--- config.mk ---
export PLATFORM = sky130hd
export DESIGN_NAME = piso_shifter
export DESIGN_NICKNAME = d
export VERILOG_FILES = /design/src/rtl/piso_pkg.sv /design/src/rtl/piso_ctrl.sv /design/src/rtl/piso_stage.sv /design/src/rtl/piso_shifter.sv
export SDC_FILE = /design/constraint.sdc
export NUM_CORES = 1
export LEC_CHECK = 0
export BUFFER_PORTS_ARGS = -buffer_cell sky130_fd_sc_hd__buf_2
export CAP_MARGIN = 0
export CORE_AREA = 5 5 42 44
export CTS_CLUSTER_DIAMETER = 200
export DETAILED_ROUTE_END_ITERATION = 8
export DIE_AREA = 0 0 47 49
export PLACE_DENSITY = 0.57
export SKIP_LAST_GASP = 1
export SLEW_MARGIN = 5
export SYNTH_ARGS = -nofsm -noshare
export SYNTH_HDL_FRONTEND = slang
export SYNTH_SLANG_ARGS = --single-unit
--- constraint.sdc ---
create_clock -name clk -period 2.15 [get_ports clk]
set_clock_uncertainty 0.05 [all_clocks]
set_input_delay 0.3225 -clock clk [delete_from_list [all_inputs] [get_ports clk]]
set_output_delay 0.3225 -clock clk [all_outputs]
set_load 0.01 [all_outputs]
--- src/rtl/piso_pkg.sv ---
package piso_pkg;
  typedef enum logic [1:0] {
    ACT_KEEP  = 2'd0,
    ACT_CAPT  = 2'd1,
    ACT_SHIFT = 2'd2,
    ACT_CLEAR = 2'd3
  } piso_act_e;
endpackage

--- src/rtl/piso_ctrl.sv ---
module piso_ctrl
  import piso_pkg::*;
(
  input  logic      rst,
  input  logic      shift_mode,
  input  logic      hold,
  output piso_act_e act
);
  always_comb begin
    if (rst)             act = ACT_CLEAR;
    else if (hold)       act = ACT_KEEP;
    else if (shift_mode) act = ACT_SHIFT;
    else                 act = ACT_CAPT;
  end
endmodule

--- src/rtl/piso_stage.sv ---
module piso_stage
  import piso_pkg::*;
(
  input  logic      clk,
  input  piso_act_e act,
  input  logic      capt_bit,
  input  logic      prev_bit,
  output logic      q
);
  always_ff @(posedge clk) begin
    case (act)
      ACT_CLEAR: q <= 1'b0;
      ACT_CAPT:  q <= capt_bit;
      ACT_SHIFT: q <= prev_bit;
      default:   q <= q;
    endcase
  end
endmodule

--- src/rtl/piso_shifter.sv ---
module piso_shifter
  import piso_pkg::*;
#(
  parameter int WIDTH = 8
) (
  input  logic             clk,
  input  logic             rst,
  input  logic             shift_mode,
  input  logic             hold,
  input  logic             fill_in,
  input  logic [WIDTH-1:0] par_in,
  output logic             ser_out
);
  localparam int LAST = WIDTH - 1;

  piso_act_e        act;
  logic [WIDTH-1:0] stages;

  piso_ctrl u_ctrl (
    .rst        (rst),
    .shift_mode (shift_mode),
    .hold       (hold),
    .act        (act)
  );

  // stage 0 is farthest from the output; it takes the top parallel bit
  for (genvar k = 0; k < WIDTH; k++) begin : g_stage
    logic upstream;
    if (k == 0) begin : g_head
      assign upstream = fill_in;
    end else begin : g_body
      assign upstream = stages[k-1];
    end
    piso_stage u_stage (
      .clk      (clk),
      .act      (act),
      .capt_bit (par_in[LAST-k]),
      .prev_bit (upstream),
      .q        (stages[k])
    );
  end

  assign ser_out = stages[LAST];
endmodule

# == After elaboration in Yosys (flattened, before gate mapping) ==
# Cells that the tools add are included.
# classes
n_addsub,0
mul,0
n_div,0
magnitude_cmp,0
eq_ne,3
n_shift,0
mux,11
bitwise,0
reduce_logical,1
# ops
operator,count
1-bit case mux with 3 select lines,8
2-bit two-way mux,3
"2-bit equality test, second input constant",2
3-bit nonzero test,1
"2-bit by 1-bit equality test with 1-bit output, second input constant",1
# word_totals
regBits,8
latch_bits,0
mem_bits_rw,0
romBits,0
in_bits,13
out_inout_bits,1
word_cells,23
memories,0

# == Logic depth before layout (Yosys ltp) ==
# logic_depth
depth_word,5
depth_mapped,6
mapped_depth_nobuf,5

# == Modules after synthesis ==
# A second synthesis with hierarchy kept.
# unflattened
hier_cells,75
hier_area_um2,759.5
# by_module_without_submodules
mod,instances,cells_per_inst,area_per_inst_um2,seq_area_each_um2
piso_stage,8,9,92.6,30.0
piso_ctrl,1,3,18.8,0.0

# == Worst setup path after synthesis ==
# No wires, ideal clock.
# synth_path
path_kind,in2reg
from,input port hold
to,"register g_stage[0].u_stage.q, data pin"
setup_time_ps,263
t_arrival_ps,1067
required_ps,1837
path_slack_ps,770
cell_stages,6
path_buffers,1
path_cell_list,nor2_1 > or2_1 > ha_1 > buf_6 > a22oi_2 > nor2_1
# synth_between
elab_chain_cells,4
elab_cells_between_ends,6
classes_between,eq/ne (3); mux (3)
# synth_lines
item,line,text
start: declaration,piso_shifter.sv:9,"input logic hold,"
2-bit two-way mux *,piso_ctrl.sv:11,else if (hold) act = ACT_KEEP;
2-bit two-way mux *,piso_ctrl.sv:10,if (rst) act = ACT_CLEAR;
2-bit equality test or 2-bit by 1-bit equality test with 1-bit output (tied branches),piso_stage.sv:11,case (act)
1-bit case mux with 3 select lines *,piso_stage.sv:11,
end signal: assignment,piso_stage.sv:13,ACT_CAPT: q <= capt_bit;
end signal: assignment,piso_stage.sv:14,ACT_SHIFT: q <= prev_bit;
end signal: assignment,piso_stage.sv:15,default: q <= q;
end: declaration,piso_stage.sv:8,output logic q
# Mark *: on every way between the ends. The rest lies on a longest branch, timed or not.
# A chain may end at the register's enable or synchronous reset.

# == Worst setup path after layout ==
# layout_path
from,input port shift_mode
to,"register g_stage[4].u_stage.q, data pin"
# layout_between
elab_chain_cells,5
elab_cells_between_ends,7
classes_between,eq/ne (3); mux (4)
# layout_lines
item,line,text
start: declaration,piso_shifter.sv:8,"input logic shift_mode,"
2-bit two-way mux *,piso_ctrl.sv:12,else if (shift_mode) act = ACT_SHIFT;
2-bit two-way mux *,piso_ctrl.sv:11,
2-bit two-way mux *,piso_ctrl.sv:10,
2-bit equality test or 2-bit by 1-bit equality test with 1-bit output (tied branches),piso_stage.sv:11,
1-bit case mux with 3 select lines *,piso_stage.sv:11,
end signal: assignment,piso_stage.sv:13,
end signal: assignment,piso_stage.sv:14,
end signal: assignment,piso_stage.sv:15,
end: declaration,piso_stage.sv:8,
# Marks and branches as above.

==> impl_results.html <==
<table>
<tr><th>Metric</th><th>Value</th></tr>
<tr><th colspan="2">Clocking</th></tr>
<tr><td>CTS sink count</td><td>8</td></tr>
<tr><td>H-tree depth reported by CTS</td><td>1</td></tr>
<tr><td>Clock root buffer</td><td>sky130_fd_sc_hd__clkbuf_4</td></tr>
<tr><td>Maximum root-to-sink buffer count</td><td>2</td></tr>
<tr><td>Number of gates given a new drive strength after cts</td><td>0</td></tr>
<tr><td>Number of setup buffers added after CTS</td><td>0</td></tr>
<tr><td>Clock transition at the registers of the reported paths</td><td>50 ps</td></tr>
<tr><td>Number of clock buffers inserted by TritonCTS</td><td>3</td></tr>
<tr><td>Hold-fix buffers at CTS</td><td>0</td></tr>
<tr><td>Clock tree from TritonCTS</td><td>yes</td></tr>
<tr><td>Latest clock arrival within the worst-skew pair</td><td>250 ps</td></tr>
<tr><th colspan="2">Routing</th></tr>
<tr><td>Final WL</td><td>798 um</td></tr>
<tr><td>Mean routed wirelength per cell</td><td>12.09 um</td></tr>
<tr><td>Antenna-violating nets left</td><td>0</td></tr>
<tr><td>Number of detailed-route iterations in the first pass</td><td>2</td></tr>
<tr><td>Total vias in the final route</td><td>314</td></tr>
<tr><td>Via/cell ratio</td><td>4.758</td></tr>
<tr><td>Post-detailed-route DRC marker count</td><td>0</td></tr>
<tr><td>Violation count after the first detailed-route iteration</td><td>4</td></tr>
<tr><th colspan="2">Timing</th></tr>
<tr><td>Shortest clock period the worst path allows after layout</td><td>1332 ps</td></tr>
<tr><td>Setup TNS after final layout</td><td>0 ps</td></tr>
<tr><td>Share of the clock period used by the worst path</td><td>61.97%</td></tr>
<tr><td>Max-slew violation count</td><td>0</td></tr>
<tr><td>Transition time at the pin with the least slew margin</td><td>436.2 ps</td></tr>
<tr><td>Final Hold Fails</td><td>0</td></tr>
<tr><td>Setup repair after global routing missed its margin</td><td>no</td></tr>
<tr><td>Relative max-transition margin</td><td>70.92%</td></tr>
<tr><td>Maximum operating frequency</td><td>750.6 MHz</td></tr>
<tr><td>Setup violations, final</td><td>0</td></tr>
<tr><th colspan="2">Pwr</th></tr>
<tr><td>Largest vdd supply drop</td><td>0.0004019 V</td></tr>
<tr><td>Net switching component of the power</td><td>88.74 uW</td></tr>
<tr><td>P_int</td><td>277.5 uW</td></tr>
<tr><td>Share of total power in the clock network</td><td>31.7%</td></tr>
<tr><td>Power density of the placed cells</td><td>666.8 nW/um2</td></tr>
<tr><td>Logic gate share of total power</td><td>15.7%</td></tr>
<tr><td>Standby leakage power</td><td>0.2314 nW</td></tr>
<tr><td>Reg power frac</td><td>52.6%</td></tr>
<tr><td>Sw frac</td><td>24.23%</td></tr>
<tr><th colspan="2">Synthesis</th></tr>
<tr><td>Count of mapped cells out of synthesis</td><td>37</td></tr>
<tr><td>Count of state elements after synthesis</td><td>8</td></tr>
<tr><td>Most common cell in the netlist</td><td>sky130_fd_sc_hd__nor2_1</td></tr>
<tr><td>Distinct cell type count of the synthesized netlist</td><td>10</td></tr>
<tr><td>Post-synthesis average cell area</td><td>12.65 um2</td></tr>
<tr><td>Most instantiated cells after synthesis</td><td>10 x sky130_fd_sc_hd__nor2_1, 8 x sky130_fd_sc_hd__a22oi_2, 8 x sky130_fd_sc_hd__edfxtp_1</td></tr>
<tr><td>Net count after synthesis</td><td>53</td></tr>
<tr><td>Library cell with the largest summed area after synthesis</td><td>sky130_fd_sc_hd__edfxtp_1</td></tr>
<tr><td>Number of enable-type register cells in the synthesized netlist</td><td>8</td></tr>
<tr><td>Main flop type after synthesis</td><td>sky130_fd_sc_hd__edfxtp_1</td></tr>
<tr><td>Area share of the leading cell type in the synthesized netlist</td><td>51.34%</td></tr>
<tr><td>Yosys warns</td><td>0</td></tr>
<tr><td>Sequential share of the synthesized area</td><td>51.34%</td></tr>
<tr><td>Cells taking the most area after synthesis</td><td>sky130_fd_sc_hd__edfxtp_1 51%, sky130_fd_sc_hd__a22oi_2 21%, sky130_fd_sc_hd__ha_1 8.0%</td></tr>
<tr><td>Synthesized cell area</td><td>467.9 um2</td></tr>
<tr><td>Share of async-settable or async-resettable flops after synthesis</td><td>0%</td></tr>
<tr><th colspan="2">Final layout</th></tr>
<tr><td>Flip-flop count of the largest register, all copies and words added</td><td>8</td></tr>
<tr><td>Regs by FF count</td><td>g_stage.u_stage.q x8</td></tr>
<tr><td>Diode count</td><td>0</td></tr>
<tr><td>End-of-flow core utilization</td><td>39.20%</td></tr>
<tr><td>Number of nets in the layout</td><td>68</td></tr>
<tr><td>Most flops, register</td><td>g_stage.u_stage.q</td></tr>
<tr><td>Proportion of layout cells with a drive suffix above 1</td><td>48.00%</td></tr>
<tr><td>Fin cells</td><td>66</td></tr>
<tr><td>Layout-stage area growth over the synthesis result</td><td>17.38%</td></tr>
<tr><th colspan="2">Min path</th></tr>
<tr><td>Type of the most critical hold path</td><td>in -&gt; reg</td></tr>
<tr><td>Hold-critical path depth</td><td>3</td></tr>
<tr><th colspan="2">GRT</th></tr>
<tr><td>Wire length of the first global-routing pass</td><td>1110 um</td></tr>
<tr><td>Pin count of the biggest net entering global routing</td><td>9</td></tr>
<tr><td>Total global routing overflow</td><td>0</td></tr>
<tr><td>Via count of the first global-routing pass</td><td>262</td></tr>
<tr><td>Global-route total usage across every layer</td><td>7.326%</td></tr>
<tr><td>Number of antenna violations at the first check in global routing</td><td>0</td></tr>
<tr><th colspan="2">Worst setup path</th></tr>
<tr><td>Data required time at the worst endpoint</td><td>2100 ps</td></tr>
<tr><td>Critical R2R Launch</td><td>g_stage[6].u_stage.q</td></tr>
<tr><td>First element of the critical path</td><td>shift_mode</td></tr>
<tr><td>FF-to-FF End</td><td>g_stage[7].u_stage.q</td></tr>
<tr><td>Top fanout value on the critical path</td><td>8</td></tr>
<tr><td>Startpoint-to-endpoint class of the critical path</td><td>in -&gt; reg</td></tr>
<tr><td>Arrival time of data at the critical path endpoint</td><td>1280 ps</td></tr>
<tr><td>Setup crit end kind</td><td>register</td></tr>
<tr><td>Path depth of the worst reg2reg path</td><td>2</td></tr>
<tr><td>Setup slack, reg-to-reg</td><td>1240 ps</td></tr>
<tr><td>Critical path endpoint</td><td>g_stage[4].u_stage.q</td></tr>
<tr><td>CP Launch Type</td><td>input pin</td></tr>
<tr><th colspan="2">Status</th></tr>
<tr><td>Status</td><td>completed</td></tr>
<tr><th colspan="2">Die</th></tr>
<tr><td>Die height</td><td>49 um</td></tr>
<tr><td>Number of top-level pins</td><td>14</td></tr>
<tr><td>Effective utilization at floorplan</td><td>33.39%</td></tr>
<tr><td>Die area</td><td>2303 um2</td></tr>
<tr><td>Core area</td><td>1401 um2</td></tr>
<tr><td>Horizontal die dimension</td><td>47 um</td></tr>
<tr><td># rows</td><td>14</td></tr>
<tr><th colspan="2">Place</th></tr>
<tr><td>Last weighted congestion value of the routability-driven placer</td><td>0.7114</td></tr>
<tr><td>Post-Place Cells</td><td>63</td></tr>
<tr><td>Number of buffers inserted by port buffering</td><td>13</td></tr>
<tr><th colspan="2">Flow run</th></tr>
<tr><td>Number of max-cap violations</td><td>0</td></tr>
</table>
==> layer usage <==
layer	GRT usage, %	part of all wire, %	vias to the layer above
met4	2.765	0	0
li1	-	-	160
met5	0	0	-
met1	7.483	41	144
met3	7.011	9.4	0
met2	10.18	49	10
==> metrics by stage <==
| stage | hold WS, ps | cell area [um2] | setup WS (ps) | power (mW) |
|---|---|---|---|---|
| after floorplan | 481.8 | 467.9 | 770.3 | 0.2360 |
| after detailed placement | 516.2 | 526.8 | 546.1 | 0.2548 |
| after global routing | 327.1 | 549.3 | 785.4 | 0.3905 |
| final | 327.8 | 549.3 | 817.7 | 0.3662 |
| after CTS | 321.2 | 549.3 | 824.1 | 0.3753 |
| after global placement | 505.3 | 526.8 | 549.9 | 0.2543 |
==> placed cells by master (no fill, tap or decap) <==
cell type	count
sky130_fd_sc_hd__edfxtp_1	8
sky130_fd_sc_hd__buf_2	13
sky130_fd_sc_hd__inv_1	2
sky130_fd_sc_hd__clkbuf_4	3
sky130_fd_sc_hd__a21oi_1	1
sky130_fd_sc_hd__nor2_1	10
sky130_fd_sc_hd__ha_1	3
sky130_fd_sc_hd__or2_1	1
sky130_fd_sc_hd__a21o_1	1
sky130_fd_sc_hd__a22oi_2	8
==> critical path, cell delays in order <==
cell                      delay [ps]
sky130_fd_sc_hd__buf_2           100
sky130_fd_sc_hd__nor2_1           40
sky130_fd_sc_hd__or2_1           200
sky130_fd_sc_hd__ha_1            350
sky130_fd_sc_hd__a22oi_2         220
sky130_fd_sc_hd__nor2_1           50
==> logic make-up after synthesis <==
| kind of cell | after synthesis | synth area share (%) |
|---|---|---|
| adders and majority gates | 3 | 8.022 |
| DFF | 8 | 51.34 |
| buffers and inverters | 5 | 7.219 |
| AOI/OAI and AO/OA | 10 | 24.06 |
| and+or+nand+nor | 11 | 9.360 |
==> power groups by stage <==
stage               Combinational (mW)  Clock, mW  Sequential (mW)
CTS                             0.0590      0.124            0.193
floorplan                       0.0401          0            0.196
detailed placement              0.0588          0            0.196
global route                    0.0632      0.133            0.194
finish                          0.0575      0.116            0.193
global placement                0.0587          0            0.196
==> how the worst min path moves through the flow <==
stage,start,endpoint,slack (ps)
after floorplan,par_in[1],g_stage[6].u_stage.q,480
after global placement,g_stage[2].u_stage.q,g_stage[3].u_stage.q,510
after detailed placement,g_stage[4].u_stage.q,g_stage[5].u_stage.q,520
after CTS,par_in[1],g_stage[6].u_stage.q,320
after global routing,par_in[1],g_stage[6].u_stage.q,330
final,par_in[1],g_stage[6].u_stage.q,330
==> area by class of cell <==
type                    count  area (um2)
fillers                   150       852.1
flip-flops and latches      8       240.2
multi-input cells          24       193.9
repair buffers             13       65.06
clock buffers               3       22.52
well taps                  16       20.02
inverters                   2       7.507
Note: power is estimated with default switching activity, not from simulation.
